`src/rtl/cfg_ldr_pkg.sv`:
```
`timescale 1ns/1ps
package cfg_ldr_pkg;
  localparam int NWORDS   = 8;
  localparam int DATA_W   = 16;
  localparam int PART_IDX = 2;  // word holding only its upper byte

  typedef enum logic [1:0] {ST_SENSE, ST_XFER, ST_GAP, ST_DONE} ldr_state_e;

  function automatic logic [7:0] word_offset(int idx);
    case (idx)
      0: return 8'h00;
      1: return 8'h02;
      2: return 8'h08;
      3: return 8'h0A;
      4: return 8'h2C;
      5: return 8'h2E;
      6: return 8'h48;
      default: return 8'h4A;
    endcase
  endfunction

  function automatic logic [DATA_W-1:0] word_default(int idx);
    case (idx)
      0: return 16'h13A8;
      1: return 16'h0258;
      2: return 16'h0200;
      3: return 16'h0700;
      default: return 16'h0000;
    endcase
  endfunction
endpackage

```
`src/rtl/ldr_sk_gen.sv`:
```
`timescale 1ns/1ps
module ldr_sk_gen #(
  parameter int HALF_DIV = 2
) (
  input  logic clk_i,
  input  logic rst_ni,
  input  logic en_i,
  output logic sk_o,
  output logic rise_o,
  output logic fall_o
);
  localparam int CW = (HALF_DIV > 1) ? $clog2(HALF_DIV) : 1;
  localparam logic [CW-1:0] CNT_MAX = CW'(HALF_DIV - 1);

  logic [CW-1:0] cnt_q;
  logic          sk_q;
  logic          wrap;

  assign wrap   = en_i && (cnt_q == CNT_MAX);
  assign rise_o = wrap && !sk_q;
  assign fall_o = wrap && sk_q;
  assign sk_o   = sk_q;

  always_ff @(posedge clk_i or negedge rst_ni) begin
    if (!rst_ni) begin
      cnt_q <= '0;
      sk_q  <= 1'b0;
    end else if (!en_i) begin
      cnt_q <= '0;
      sk_q  <= 1'b0;
    end else if (wrap) begin
      cnt_q <= '0;
      sk_q  <= ~sk_q;
    end else begin
      cnt_q <= cnt_q + 1'b1;
    end
  end
endmodule

```
`src/rtl/ldr_shift.sv`:
```
`timescale 1ns/1ps
module ldr_shift #(
  parameter int ADDR_W = 6,
  parameter int DATA_W = 16
) (
  input  logic              clk_i,
  input  logic              rst_ni,
  input  logic              clr_i,
  input  logic              rise_i,
  input  logic              fall_i,
  input  logic [ADDR_W-1:0] addr_i,
  input  logic              sdo_i,
  output logic              sdi_o,
  output logic              done_o,
  output logic [DATA_W-1:0] data_o
);
  localparam int CMD_W = 3 + ADDR_W;
  localparam int LAST  = CMD_W + DATA_W;  // index of final data bit
  localparam int BW    = $clog2(LAST + 1);

  logic [BW-1:0]     bit_q;
  logic [DATA_W-2:0] sh_q;
  logic [CMD_W-1:0]  cmd;

  assign cmd = {3'b110, addr_i};

  always_comb begin
    sdi_o = 1'b0;
    if (int'(bit_q) < CMD_W) sdi_o = cmd[CMD_W - 1 - int'(bit_q)];
  end

  assign done_o = rise_i && (int'(bit_q) == LAST);
  assign data_o = {sh_q, sdo_i};

  always_ff @(posedge clk_i or negedge rst_ni) begin
    if (!rst_ni) begin
      bit_q <= '0;
      sh_q  <= '0;
    end else if (clr_i) begin
      bit_q <= '0;
      sh_q  <= '0;
    end else begin
      if (fall_i && int'(bit_q) != LAST) bit_q <= bit_q + 1'b1;
      // bit CMD_W is the dummy zero: skipped
      if (rise_i && int'(bit_q) > CMD_W) sh_q <= {sh_q[DATA_W-3:0], sdo_i};
    end
  end
endmodule

```
`src/rtl/ldr_cfg_regs.sv`:
```
`timescale 1ns/1ps
module ldr_cfg_regs
  import cfg_ldr_pkg::*;
#(
  parameter logic [7:0] REV_ID = 8'h01,
  localparam int IW = $clog2(NWORDS)
) (
  input  logic              clk_i,
  input  logic              rst_ni,
  input  logic              we_i,
  input  logic [IW-1:0]     widx_i,
  input  logic [DATA_W-1:0] wdata_i,
  input  logic [7:0]        rd_addr_i,
  output logic [DATA_W-1:0] rd_data_o
);
  logic [DATA_W-1:0] word_q [NWORDS];

  for (genvar g = 0; g < NWORDS; g++) begin : g_word
    localparam logic [DATA_W-1:0] DEF = word_default(g);
    if (g == PART_IDX) begin : g_part
      logic [DATA_W-9:0] hi_q;
      always_ff @(posedge clk_i or negedge rst_ni) begin
        if (!rst_ni)                          hi_q <= DEF[DATA_W-1:8];
        else if (we_i && widx_i == IW'(g))    hi_q <= wdata_i[DATA_W-1:8];
      end
      assign word_q[g] = {hi_q, REV_ID};
    end else begin : g_full
      logic [DATA_W-1:0] w_q;
      always_ff @(posedge clk_i or negedge rst_ni) begin
        if (!rst_ni)                          w_q <= DEF;
        else if (we_i && widx_i == IW'(g))    w_q <= wdata_i;
      end
      assign word_q[g] = w_q;
    end
  end

  always_comb begin
    rd_data_o = '0;
    for (int i = 0; i < NWORDS; i++)
      if (rd_addr_i == word_offset(i)) rd_data_o = word_q[i];
  end
endmodule

```
`src/rtl/cfg_eeprom_loader.sv`:
```
`timescale 1ns/1ps
module cfg_eeprom_loader
  import cfg_ldr_pkg::*;
#(
  parameter int         HALF_DIV = 2,
  parameter int         GAP_CYC  = 4,
  parameter int         ADDR_W   = 6,
  parameter logic [7:0] REV_ID   = 8'h01
) (
  input  logic              clk_i,
  input  logic              rst_ni,
  input  logic              ee_cs_sense_i,
  output logic              ee_cs_o,
  output logic              ee_sk_o,
  output logic              ee_di_o,
  input  logic              ee_do_i,
  input  logic [7:0]        rd_addr_i,
  output logic [DATA_W-1:0] rd_data_o,
  output logic              done_o
);
  localparam int IW = $clog2(NWORDS);
  localparam int GW = $clog2(GAP_CYC + 1);

  ldr_state_e        state_q;
  logic [IW-1:0]     word_q;
  logic [GW-1:0]     gap_q;
  logic              xfer, sk_raw, sk_rise, sk_fall, sdi, word_done;
  logic [DATA_W-1:0] word_data;

  assign xfer = (state_q == ST_XFER);

  ldr_sk_gen #(.HALF_DIV(HALF_DIV)) u_sk (
    .clk_i (clk_i), .rst_ni(rst_ni), .en_i(xfer),
    .sk_o  (sk_raw), .rise_o(sk_rise), .fall_o(sk_fall)
  );

  ldr_shift #(.ADDR_W(ADDR_W), .DATA_W(DATA_W)) u_shift (
    .clk_i (clk_i), .rst_ni(rst_ni), .clr_i(!xfer),
    .rise_i(sk_rise), .fall_i(sk_fall), .addr_i(ADDR_W'(word_q)),
    .sdo_i (ee_do_i), .sdi_o(sdi), .done_o(word_done), .data_o(word_data)
  );

  ldr_cfg_regs #(.REV_ID(REV_ID)) u_regs (
    .clk_i (clk_i), .rst_ni(rst_ni), .we_i(word_done), .widx_i(word_q),
    .wdata_i(word_data), .rd_addr_i(rd_addr_i), .rd_data_o(rd_data_o)
  );

  always_ff @(posedge clk_i or negedge rst_ni) begin
    if (!rst_ni) begin
      state_q <= ST_SENSE;
      word_q  <= '0;
      gap_q   <= '0;
    end else begin
      unique case (state_q)
        ST_SENSE: state_q <= ee_cs_sense_i ? ST_XFER : ST_DONE;
        ST_XFER: if (word_done) begin
          if (word_q == IW'(NWORDS - 1)) state_q <= ST_DONE;
          else begin
            state_q <= ST_GAP;
            word_q  <= word_q + 1'b1;
            gap_q   <= '0;
          end
        end
        ST_GAP: begin
          gap_q <= gap_q + 1'b1;
          if (gap_q == GW'(GAP_CYC - 1)) state_q <= ST_XFER;
        end
        default: state_q <= ST_DONE;
      endcase
    end
  end

  assign ee_cs_o = xfer;
  assign ee_sk_o = sk_raw && xfer;
  assign ee_di_o = sdi && xfer;
  assign done_o  = (state_q == ST_DONE);
endmodule

```
`config.mk`:
```
export PLATFORM = sky130hd
export DESIGN_NAME = cfg_eeprom_loader
export DESIGN_NICKNAME = d
export VERILOG_FILES = /design/src/rtl/cfg_ldr_pkg.sv /design/src/rtl/ldr_sk_gen.sv /design/src/rtl/ldr_shift.sv /design/src/rtl/ldr_cfg_regs.sv /design/src/rtl/cfg_eeprom_loader.sv
export SDC_FILE = /design/constraint.sdc
export NUM_CORES = 1
export LEC_CHECK = 0
export BUFFER_PORTS_ARGS = -buffer_cell sky130_fd_sc_hd__buf_2
export CORE_MARGIN = 3
export CORE_UTILIZATION = 29
export DETAILED_ROUTE_END_ITERATION = 7
export SLEW_MARGIN = 15
export SYNTH_ARGS = -nofsm -noshare
export SYNTH_HDL_FRONTEND = slang
export SYNTH_SLANG_ARGS = --single-unit
```
`constraint.sdc`:
```
create_clock -name clk_i -period 2.2 [get_ports clk_i]
set_input_delay 0.22 -clock clk_i [delete_from_list [all_inputs] [get_ports clk_i]]
set_output_delay 0.22 -clock clk_i [all_outputs]
set_load 0.02 [all_outputs]
```
==> parameters.txt, run 1 <==
Parameter                              Value

Logic synthesis
  Synthesis-stage register bit count ... 150
  Synthesized Nets ... 617
  Most frequent cell after synthesis ... dfrtp_1
  Fraction of post-synthesis cell area in the top cell type by area ... 45.2%
  Synth Warn # ... 0
  Prevailing post-synth register cell ... dfrtp_1
  Summed instance area of the synthesized netlist ... 7520 µm²
  Count of different cell masters after synthesis ... 61
  Cell count after synthesis ... 592
  Cell types with the largest area share after synthesis ... dfrtp_1 (45%), mux2_2 (16%), mux2_4 (6.0%)
  Share of synthesized area occupied by flip-flops and latches ... 50.1%
  Synth Area per Inst ... 12.7 µm²
  Leading area contributor after synthesis ... dfrtp_1
  Cell types with the highest counts after synthesis ... dfrtp_1 (136), mux2_2 (106), mux2_4 (30), nand2_1 (28), mux2i_1 (24)
  Async S/R FF share, synth ... 100%
  EDFF count, synth ... 0

CTS
  Clock Pin Slew Worst Setup and Hold Paths ... 0.06 ns
  Clock buffer count from CTS ... 17
  Deepest clock path buffer count ... 2
  Clock tree root buffer cell ... clkbuf_16
  Number of sinks on the clock net ... 150
  TritonCTS clock tree ... built
  Deepest level of the CTS H-tree ... 4
  Clk_lat worst skew ... 0.42 ns

Detailed routing
  WL/cell ... 18.0 µm
  Met2 wirelength from detailed routing ... 8330 µm
  Met3 wire length ... 579 µm
  DR vias/cell ... 4.91
  Initial detailed-routing violation count ... 238
  Total number of vias ... 4,892
  Count of antenna-violating nets left after detailed routing ... 0
  # DRC ... 0
  Drt total wl ... 17,900 µm
  Routed length on met1 ... 8840 µm
  Detailed-routing iteration count for the pre-antenna-repair pass ... 4
  Highest metal layer used by the detailed router ... met4

Floorplan
  Core area ... 25,300 µm²
  Number of core rows ... 58
  Horiz. Die Dim ... ~170 µm
  Die area ... 27,900 µm²
  IO Count ... 32
  Initial Util ... 29.7%
  Die height ... 167 µm

Placed design
  IO Port Bufs ... 31
  Number of placed cells counting well taps ... a little under 1,000
  Final Wtd Congestion ... approximately 0.80
  Detailed Place HPWL ... 11,900 µm

Power and ir drop
  Switching Share ... about a quarter
  Relative contribution of combinational cells to total power ... between 4 and 5%
  Switching power summed over all nets ... approximately 0.0014 W
  Static leakage ... 4.26 nW
  Clock power share ... a little under half
  Worst supply voltage drop on vdd ... approximately 0.37 mV
  Power density of the placed cells ... 649 nW/µm²
  Sequential share of power ... 47.4%
  Total internal power ... roughly 0.0045 W

Min path
  Worst min-delay path class ... in -> reg

GRT
  Maximum number of pins on one net before global-route repair ... 51
  Initial antenna violation count ... 0
  Number of global-route vias before repair ... 4,924
  Global-route wire length before repair ... 29,000 µm
  GRT Util Overall ... 13.3%
  Remaining global-route overflow ... 0

Cells and area
  Fraction of layout cells with a size suffix above 1 ... between 40% and 50%
  Final non-filler cell total ... between 900 and 1,000
  N_diodes ... 0
  Final net count ... ~680
  Syn-to-layout area delta ... 20.2%

Timing
  Setup Skew ... 0.00716 ns
  Final hold violations ... 0
  Fmax ... 392 MHz
  Number of setup violations in the final report ... 2
  Shortest period the worst path allows ... 2.55 ns
  Final worst-path cycle share ... 116%
  Slew of the pin with the lowest slew margin ... about 0.52 ns
  Slew margin rel. ... roughly two thirds
  Unrepaired setup endpoints after global routing ... yes
  Slew Viols, Final ... 0
  Final setup TNS ... -0.360 ns
  Worst path setup slack after routing ... -0.354 ns
  Worst hold margin ... approximately 0.15 ns

Job
  Reported max-cap violation count ... 0

Critical path
  Start-to-end type of the worst setup path ... reg -> out
  Maximum fanout count along the critical path ... 2
  Kind of start point of the critical path ... flop
  Kind of capture point of the worst setup path ... primary output
  Arrival time worst endpoint ... roughly 2.3 ns
  Required time of the critical path ... between 1.5 and 2 ns

Outcome
  Outcome ... complete, but fails checks
  Violated checks ... negative setup slack
## cell families (layout without fill, tap and decap cells)
logic type	after synthesis	in the layout	synth area share (%)
buffers and inverters	54	128	3.54
AND/OR/NAND/NOR	122	122	10.2
XOR/XNOR	8	8	0.931
flip-flops	150	150	50.1
multiplexers	162	162	25.5
adder cells (fa/ha/maj)	13	13	2.16
AO/OA/AOI/OAI	83	83	7.58
## worst max-delay path: stages (launching register included)
cell,delay [ns]
dfrtp_1,0.39
buf_4,0.14
o31a_1,0.30
or4_1,0.47
o21a_1,0.15
a2111oi_4,0.27
buf_4,0.19
## cell usage in the layout (no fill, tap or decap), drive strengths merged, types with 5 or more instances in the layout
| master | Yosys | routed |
|---|---|---|
| a21oi | 5 | 5 |
| a22o | 5 | 5 |
| a22oi | 15 | 15 |
| a31oi | 7 | 7 |
| a32oi | 7 | 7 |
| buf | 22 | 78 |
| clkbuf | 14 | 19 |
| clkinv | 1 | 7 |
| dfrtp | 136 | 136 |
| dfstp | 14 | 14 |
| ha | 13 | 13 |
| inv | 17 | 21 |
| mux2 | 137 | 137 |
| mux2i | 24 | 24 |
| nand2 | 30 | 30 |
| nand2b | 5 | 5 |
| nand3 | 6 | 6 |
| nor2 | 22 | 22 |
| nor3 | 19 | 19 |
| nor4 | 5 | 5 |
| o21ai | 16 | 16 |
| o22ai | 13 | 13 |
| or3 | 10 | 10 |
## metrics by stage
stage          power (W)  utilization (%)  cell area, µm²  setup slack, ns
2_1_floorplan    0.00296                -            7540          0.00680
3_3_place_gp     0.00312             33.3            8430           0.0471
3_5_place_dp     0.00312             33.3            8430           0.0451
4_1_cts          0.00593             35.6            9030           -0.366
5_1_grt          0.00610             35.7            9040           -0.451
6_report         0.00587             35.7            9040           -0.354
## power groups by stage
stage / Clock [W] / Combinational, W / Sequential, W
3_5_place_dp: 0 / 0.000291 / 0.00283
5_1_grt: 0.00299 / 0.000320 / 0.00278
4_1_cts: 0.00286 / 0.000295 / 0.00278
6_report: 0.00280 / 0.000291 / 0.00278
2_1_floorplan: 0 / 0.000133 / 0.00283
3_3_place_gp: 0 / 0.000289 / 0.00283
## per-layer routing
layer	GRT usage [%]	vias to the layer above
met3	2.90	18
met5	0	-
met2	20.3	69
met1	19.2	2501
li1	-	2304
met4	3.37	0
## layout make-up
cell class / count / area (µm²)
fill: 2435 / 16300
sequential: 150 / 3770
multi-input combinational: 388 / 3530
timing repair buffer: 79 / 696
clock buffer: 19 / 443
tap: 330 / 413
clock inverter: 12 / 121
inverter: 18 / 67.6
## repair_timing
| item | CTS | global route |
|---|---|---|
| hold buffers | 1 | 0 |
| buffers inserted | 1 | 0 |
| pin swaps | 2 | 2 |
| resized for setup | 6 | 4 |
| endpoints found under the hold margin | 25 | 0 |
| setup endpoints to repair | 2 | 4 |
## sequential cells by signal, summed over array words and instances (netlist names)
signal and flops:
u_shift.sh_q 15, u_regs.g_word.g_part.hi_q 8, u_regs.g_word.g_full.w_q 112, gap_q 3, u_sk.cnt_q 1, u_sk.sk_o 1, word_q 3, u_shift.bit_q 5
state_q 2
## worst paths after layout
path | start | to | slack [ns] | cells past startpoint
max in group asynchronous | rst_ni | u_regs.g_word[0].g_full.w_q[12] | 1.22 | 3
worst min-delay path | ee_cs_sense_i | state_q[1] | 0.15 | 3
worst max register to register | u_shift.bit_q[0] | u_regs.g_word[4].g_full.w_q[12] | 0.18 | 8
min in group asynchronous | rst_ni | gap_q[1] | 0.23 | 2
worst max-delay path | u_shift.bit_q[1] | ee_di_o | -0.35 | 6
worst min register to register | u_regs.g_word[2].g_part.hi_q[3] | u_regs.g_word[2].g_part.hi_q[3] | 0.50 | 1
(Power assumes the default switching activity.)
==> inputs of run 2 (changes only) <==
--- a/config.mk
+++ b/config.mk
@@ -7,8 +7,9 @@
 export LEC_CHECK = 0
 export BUFFER_PORTS_ARGS = -buffer_cell sky130_fd_sc_hd__buf_2
 export CORE_MARGIN = 3
-export CORE_UTILIZATION = 29
+export CORE_UTILIZATION = 56
 export DETAILED_ROUTE_END_ITERATION = 7
+export PLACE_DENSITY = 0.76
 export SLEW_MARGIN = 15
 export SYNTH_ARGS = -nofsm -noshare
 export SYNTH_HDL_FRONTEND = slang
==> run 2 against run 1 <==
  * Utilization up 33 points
  * Sequential share of layout area grew 0.93 points
  * The run still ends with negative setup slack left
  * Critical path type unchanged
  * Total power increased by 3.0%
  * Fmax down 0.75%
  * Register-to-register slack lost 0.10 ns
  * Wire length increased by 0.94%
  * Clock power grew 6%
  * Design area fell by 2.1%
==> parameters.txt, run 2 (synthesized netlist as in run 1, its figures left out) <==
Parameter                              Value

Outcome
  Outcome ... complete, but fails checks
  Violated checks ... negative setup slack

CTS
  Clock Pin Slew Worst Setup and Hold Paths ... 0.06 ns (about the same)
  Clk_lat worst skew ... 0.42 ns (about the same)
  Clock tree root buffer cell ... clkbuf_16
  Deepest level of the CTS H-tree ... 4 (unchanged)
  Number of sinks on the clock net ... 150 (unchanged)
  TritonCTS clock tree ... built
  Clock buffer count from CTS ... 17 (unchanged)
  Deepest clock path buffer count ... 2 (unchanged)

Timing
  Slew of the pin with the lowest slew margin ... 0.554 ns (+0.0328 ns)
  Final setup TNS ... -0.374 ns (-0.0139 ns)
  Final worst-path cycle share ... 117% (+0.88 points)
  Fmax ... 389 MHz (-0.75%)
  Slew Viols, Final ... 0 (unchanged)
  Setup Skew ... 0.00819 ns (+0.00102 ns)
  Shortest period the worst path allows ... 2.57 ns (+0.0194 ns)
  Worst path setup slack after routing ... -0.374 ns (-0.0194 ns)
  Number of setup violations in the final report ... 1 (-1)
  Final hold violations ... 0 (unchanged)
  Unrepaired setup endpoints after global routing ... yes
  Slew margin rel. ... 63.1% (-2.2 points)

Floorplan
  IO Count ... 32 (unchanged)
  Die area ... 14,900 µm² (-47%)
  Number of core rows ... 41 (-29%)
  Core area ... 12,900 µm² (-49%)
  Die height ... 122 µm (-27%)
  Horiz. Die Dim ... 122 µm (-27%)
  Initial Util ... 58.4% (+29 points)

Cells and area
  Commonest non-fill, non-tap cell in the layout ... dfrtp_1
  Final net count ... 678 (-0.15%)
  Fraction of layout cells with a size suffix above 1 ... 43.2% (+0.90 points)
  Most frequent cells in the layout ... dfrtp_1 (135), mux2_2 (106), buf_4 (39)
  Largest registers in the final layout ... u_regs.g_word.g_full.w_q: 112 flops, u_shift.sh_q: 15 flops, u_regs.g_word.g_part.hi_q: 8 flops
  Syn-to-layout area delta ... 17.6%
  Max FFs per register ... 112 (unchanged)
  Top reg by flops ... u_regs.g_word.g_full.w_q
  Layout fillers ... 888 (-64%)
  N_diodes ... 0 (unchanged)

Detailed routing
  # DRC ... 0 (unchanged)
  Detailed-routing iteration count for the pre-antenna-repair pass ... 5 (+1)
  Total number of vias ... 5,106 (+4.4%)
  Count of antenna-violating nets left after detailed routing ... 0 (unchanged)
  DR vias/cell ... 6.09 (+24%)
  Initial detailed-routing violation count ... 468 (+97%)
  WL/cell ... 21.6 µm (+20%)
  Drt total wl ... 18,100 µm (+0.94%)

Critical path
  Start-to-end type of the worst setup path ... reg -> out
  Kind of capture point of the worst setup path ... primary output
  Kind of start point of the critical path ... flop
  Peak per-stage delay on the critical path ... 0.47 ns (about the same)
  Cell with the biggest individual delay on the critical path ... or4_1
  Maximum fanout count along the critical path ... 4 (+2)
  Worst Reg2Reg Path Length in Cells ... 9 (+1)
  Arrival time worst endpoint ... 2.35 ns (+0.02 ns)
  Cell breakdown of the critical path ... buf_6 > o31a_1 > or4_1 > o21a_1 > a2111oi_4 > buf_4
  Required time of the critical path ... 1.98 ns (about the same)

Placed design
  Worst Setup Slack post-DPL ... -0.0271 ns (-0.0721 ns)
  Final Wtd Congestion ... 0.829 (+3.9%)
  IO Port Bufs ... 31 (unchanged)
  Detailed Place HPWL ... 11,600 µm (-2.3%)

Job
  Reported max-cap violation count ... 0 (unchanged)

GRT
  Number of global-route vias before repair ... 5,515 (+12%)
  Initial antenna violation count ... 0 (unchanged)
  Remaining global-route overflow ... 0 (unchanged)
  GRT Util Overall ... 26.2% (+13 points)
  Global-route wire length before repair ... 29,600 µm (+2.1%)
  Maximum number of pins on one net before global-route repair ... 57 (+12%)

Power and ir drop
  Static leakage ... 4.25 nW (about the same)
  Power density of the placed cells ... 683 nW/µm² (+5.2%)
  Worst supply voltage drop on vdd ... 0.520 mV (+40%)

Min path
  Worst min-delay path class ... in -> reg
  WHS Path Cells ... 3 (unchanged)
==> run 2: per-layer routing <==
layer,wire (µm),track usage (%),vias to the layer above
met5,0,0,-
met4,295,9.87,0
met3,918,6.31,26
met2,9030,43.4,142
met1,7860,33.7,2652
li1,-,-,2286
==> run 2: area by class of cell <==
type / count / area, µm² / share of cell area (%)
Clock buffer: 20 / 457 / 5.16
Clock inverter: 12 / 151 / 1.71
Inverter: 18 / 67.6 / 0.763
Multi-Input combinational cell: 388 / 3560 / 40.3
Sequential cell: 150 / 3770 / 42.6
Tap cell: 172 / 215 / 2.43
Timing Repair Buffer: 78 / 623 / 7.04
==> run 2: power breakdown <==
| part | internal [W] | switching (W) |
|---|---|---|
| clock | 0.00184 | 0.00113 |
| combinational | 0.0000990 | 0.000191 |
| sequential | 0.00277 | 0.0000125 |
==> run 2: metrics by stage <==
step                      std cells  util (%)  hold slack, ns  area [µm²]  total power [W]
after global placement          798      62.9           0.213        8090          0.00310
final                           838      68.7           0.145        8850          0.00605
after CTS                       837      68.4           0.135        8810          0.00608
after global routing            838      68.7           0.152        8850          0.00624
after floorplan                 592         -         -0.0756        7540          0.00296
after detailed placement        798      62.9           0.222        8090          0.00311
==> run 2: what timing repair did <==
action	CTS	global route
hold buffers	1	0
hold endpoints to repair	49	0
gates resized for setup	13	8
endpoints found under the setup margin	19	55
pin swaps	4	6
buffers inserted	6	1
==> run 2: worst max-delay path: cells and delay by family, from the launching register on <==
kind | cells | cell delay (ns)
simple gates | 1 | 0.47
flops | 1 | 0.41
compound gates | 3 | 0.73
buf+inv | 2 | 0.33
==> run 2: path summary, 6_finish.rpt <==
| kind | from | to | slack [ns] |
|---|---|---|---|
| max reg2reg | u_shift.bit_q[0] | u_regs.g_word[6].g_full.w_q[9] | 0.08 |
| min in group asynchronous | rst_ni | u_regs.g_word[6].g_full.w_q[7] | 0.33 |
| min reg2reg | u_regs.g_word[7].g_full.w_q[15] | u_regs.g_word[7].g_full.w_q[15] | 0.50 |
| min | ee_cs_sense_i | state_q[1] | 0.15 |
| max in group asynchronous | rst_ni | u_regs.g_word[1].g_full.w_q[3] | 1.10 |
| max | u_shift.bit_q[0] | ee_di_o | -0.37 |
==> inputs of run 3 (changes only) <==
==> constraint.sdc (replaced) <==
create_clock -name clk_i -period 2.3 [get_ports clk_i]
set_input_delay 0.23 -clock clk_i [delete_from_list [all_inputs] [get_ports clk_i]]
set_output_delay 0.23 -clock clk_i [all_outputs]
set_load 0.02 [all_outputs]
==> run 3 against run 2 <==
  * The run still ends with negative setup slack left
  * Die area unchanged
  * Sequential power decreased by 4%
  * Flip-flop and latch count unchanged
  * Design area decreased by 2.3%
  * Global-route usage decreased by 1.8 points
  * Critical path depth unchanged
  * Critical path type unchanged
  * Total power decreased by 8.5%
  * Sequential share of layout area increased by 1.0 points
  * Clock-buffer cell count increased by 4
  * Hold slack improved by 0.010 ns
==> parameters.txt, run 3 (synthesized netlist as in run 1, its figures left out) <==
Parameter                              Value

Floorplan
  Core area ... 12,900 µm² (unchanged)
  Initial Util ... 58.4% (unchanged)
  IO Count ... 32 (unchanged)
  Die height ... 122 µm (unchanged)
  Number of core rows ... 41 (unchanged)
  Horiz. Die Dim ... 122 µm (unchanged)
  Die area ... 14,900 µm² (unchanged)

Placed design
  Final Wtd Congestion ... 0.880 (+6.2%)
  Worst Setup Slack post-DPL ... 0.00671 ns (+0.0338 ns)
  Detailed Place HPWL ... 11,600 µm (about the same)
  IO Port Bufs ... 31 (unchanged)

Timing
  Final worst-path cycle share ... 114%
  Slew Viols, Final ... 0 (unchanged)
  Final hold violations ... 0 (unchanged)
  Shortest period the worst path allows ... 2.63 ns
  Final setup TNS ... -0.359 ns (+0.0144 ns)
  Slew of the pin with the lowest slew margin ... 0.680 ns (+0.126 ns)
  Number of setup violations in the final report ... 2 (+1)
  Setup Skew ... 0.00844 ns (+0.000251 ns)
  Unrepaired setup endpoints after global routing ... yes
  Worst path setup slack after routing ... -0.328 ns (+0.0460 ns)
  Fmax ... between 300 and 400 MHz
  Slew margin rel. ... 54.7% (-8.4 points)

Detailed routing
  Drt total wl ... 17,200 µm (-4.7%)
  Total number of vias ... 5,108 (+0.039%)
  DR vias/cell ... 6.15 (+0.88%)
  # DRC ... 0 (unchanged)
  Initial detailed-routing violation count ... 523 (+12%)
  WL/cell ... 20.8 µm (-3.9%)
  Detailed-routing iteration count for the pre-antenna-repair pass ... 5 (unchanged)
  Count of antenna-violating nets left after detailed routing ... 0 (unchanged)

Cells and area
  Max FFs per register ... 112 (unchanged)
  Finished Core Util ... 67.1% (-1.6 points)
  Top reg by flops ... u_regs.g_word.g_full.w_q
  N_diodes ... 0 (unchanged)
  Storage cell area ... 3770 µm² (about the same)
  Commonest non-fill, non-tap cell in the layout ... dfrtp_1
  Final net count ... 671 (-1.0%)
  Fraction of layout cells with a size suffix above 1 ... 41.3% (-2.0 points)
  Syn-to-layout area delta ... 14.9%
  Most frequent cells in the layout ... dfrtp_1 (136), mux2_2 (106), buf_4 (37)
  Layout fillers ... 909 (+2.4%)
  Largest registers in the final layout ... u_regs.g_word.g_full.w_q: 112 flops, u_shift.sh_q: 15 flops, u_regs.g_word.g_part.hi_q: 8 flops
  Area of combinational cells with multiple inputs ... 3520 µm² (-1.2%)

Critical path
  Peak per-stage delay on the critical path ... 0.48 ns (about the same)
  Required time of the critical path ... 2.07 ns (+0.09 ns)
  Arrival time worst endpoint ... 2.40 ns (+0.05 ns)
  Cell with the biggest individual delay on the critical path ... or4_1
  Maximum fanout count along the critical path ... 3 (-1)
  Start-to-end type of the worst setup path ... reg -> out
  Family of cells with the greatest summed delay on the critical path ... compound AO/OA/AOI/OAI gates
  Crit path top cell by count ... buf_4
  Cell breakdown of the critical path ... buf_4 > o31a_1 > or4_1 > o21a_1 > a2111oi_4 > buf_4
  Kind of capture point of the worst setup path ... primary output
  Worst Path Buf+Inv ... 2 (unchanged)
  Kind of start point of the critical path ... flop

CTS
  Number of sinks on the clock net ... 150 (unchanged)
  Clk_lat worst skew ... 0.42 ns (about the same)
  Clock Pin Slew Worst Setup and Hold Paths ... 0.06 ns (about the same)
  Clock buffer count from CTS ... 17 (unchanged)
  TritonCTS clock tree ... built
  Clock tree root buffer cell ... clkbuf_16
  Deepest level of the CTS H-tree ... 4 (unchanged)
  Deepest clock path buffer count ... 2 (unchanged)

Power and ir drop
  Static leakage ... 4.17 nW (-2.1%)
  Power density of the placed cells ... 641 nW/µm² (-6.3%)
  Worst supply voltage drop on vdd ... 0.506 mV (-2.8%)

Outcome
  Outcome ... complete, but fails checks
  Violated checks ... negative setup slack

GRT
  Maximum number of pins on one net before global-route repair ... 75 (+32%)
  Initial antenna violation count ... 0 (unchanged)
  Global-route wire length before repair ... 27,800 µm (-6.2%)
  Remaining global-route overflow ... 0 (unchanged)
  GRT Util Overall ... 24.4% (-1.8 points)
  Number of global-route vias before repair ... 5,210 (-5.5%)

Job
  Reported max-cap violation count ... 0 (unchanged)

Min path
  Worst min-delay path class ... in -> reg
## run 3: layout make-up
type	count	area share (%)
clock inverter	8	0.854
clock buffer	24	5.57
tap	172	2.49
multi-input combinational	388	40.8
sequential	150	43.6
timing repair buffer	71	5.91
inverter	18	0.782
## run 3: what timing repair did
item / 4_1_cts / 5_1_grt
endpoints found under the hold margin: 63 / 0
setup endpoints to repair: 3 / 9
pin swaps: 1 / 2
hold buffers: 1 / 0
gates resized for setup: 3 / 6
setup buffers: 1 / 1
## run 3: path summary, 6_finish.rpt
kind	to	slack (ns)	from	cells after the start
worst max-delay path	ee_di_o	-0.33	u_shift.bit_q[1]	6
worst min-delay path	state_q[1]	0.16	ee_cs_sense_i	3
worst max register to register	u_regs.g_word[4].g_full.w_q[5]	0.11	u_shift.bit_q[0]	7
worst min register to register	u_regs.g_word[0].g_full.w_q[1]	0.50	u_regs.g_word[0].g_full.w_q[1]	1
max in group asynchronous	u_regs.g_word[0].g_full.w_q[3]	1.15	rst_ni	3
min in group asynchronous	u_regs.g_word[6].g_full.w_q[12]	0.38	rst_ni	2
## run 3: worst register-to-register path, cell delays in order (launching register included)
cell and delay, ns:
dfrtp_1 0.35, buf_4 0.16, ha_1 0.22, nand4b_4 0.18, nor3_4 0.24, buf_12 0.16
nand3_4 0.33, mux2_4 0.43
## run 3: metrics by stage
step	instances	hold slack, ns	total power (W)	cell area, µm²
final	831	0.155	0.00554	8640
after floorplan	592	-0.0656	0.00283	7540
after CTS	830	0.152	0.00557	8620
after global placement	796	0.287	0.00296	8040
after detailed placement	796	0.296	0.00297	8040
after global routing	831	0.170	0.00572	8640
## run 3: metal layers
metal,GRT usage (%),part of all wire (%),routed length (µm)
met2,38.6,48,8210
met1,33.8,45,7740
met5,0,0,0
met4,7.70,1.6,280
met3,5.52,5.9,1010
## run 3: power by group
group / total, W / internal [W] / switching (W)
Combinational: 0.000263 / 0.0000887 / 0.000174
Clock: 0.00261 / 0.00157 / 0.00104
Sequential: 0.00266 / 0.00265 / 0.0000109
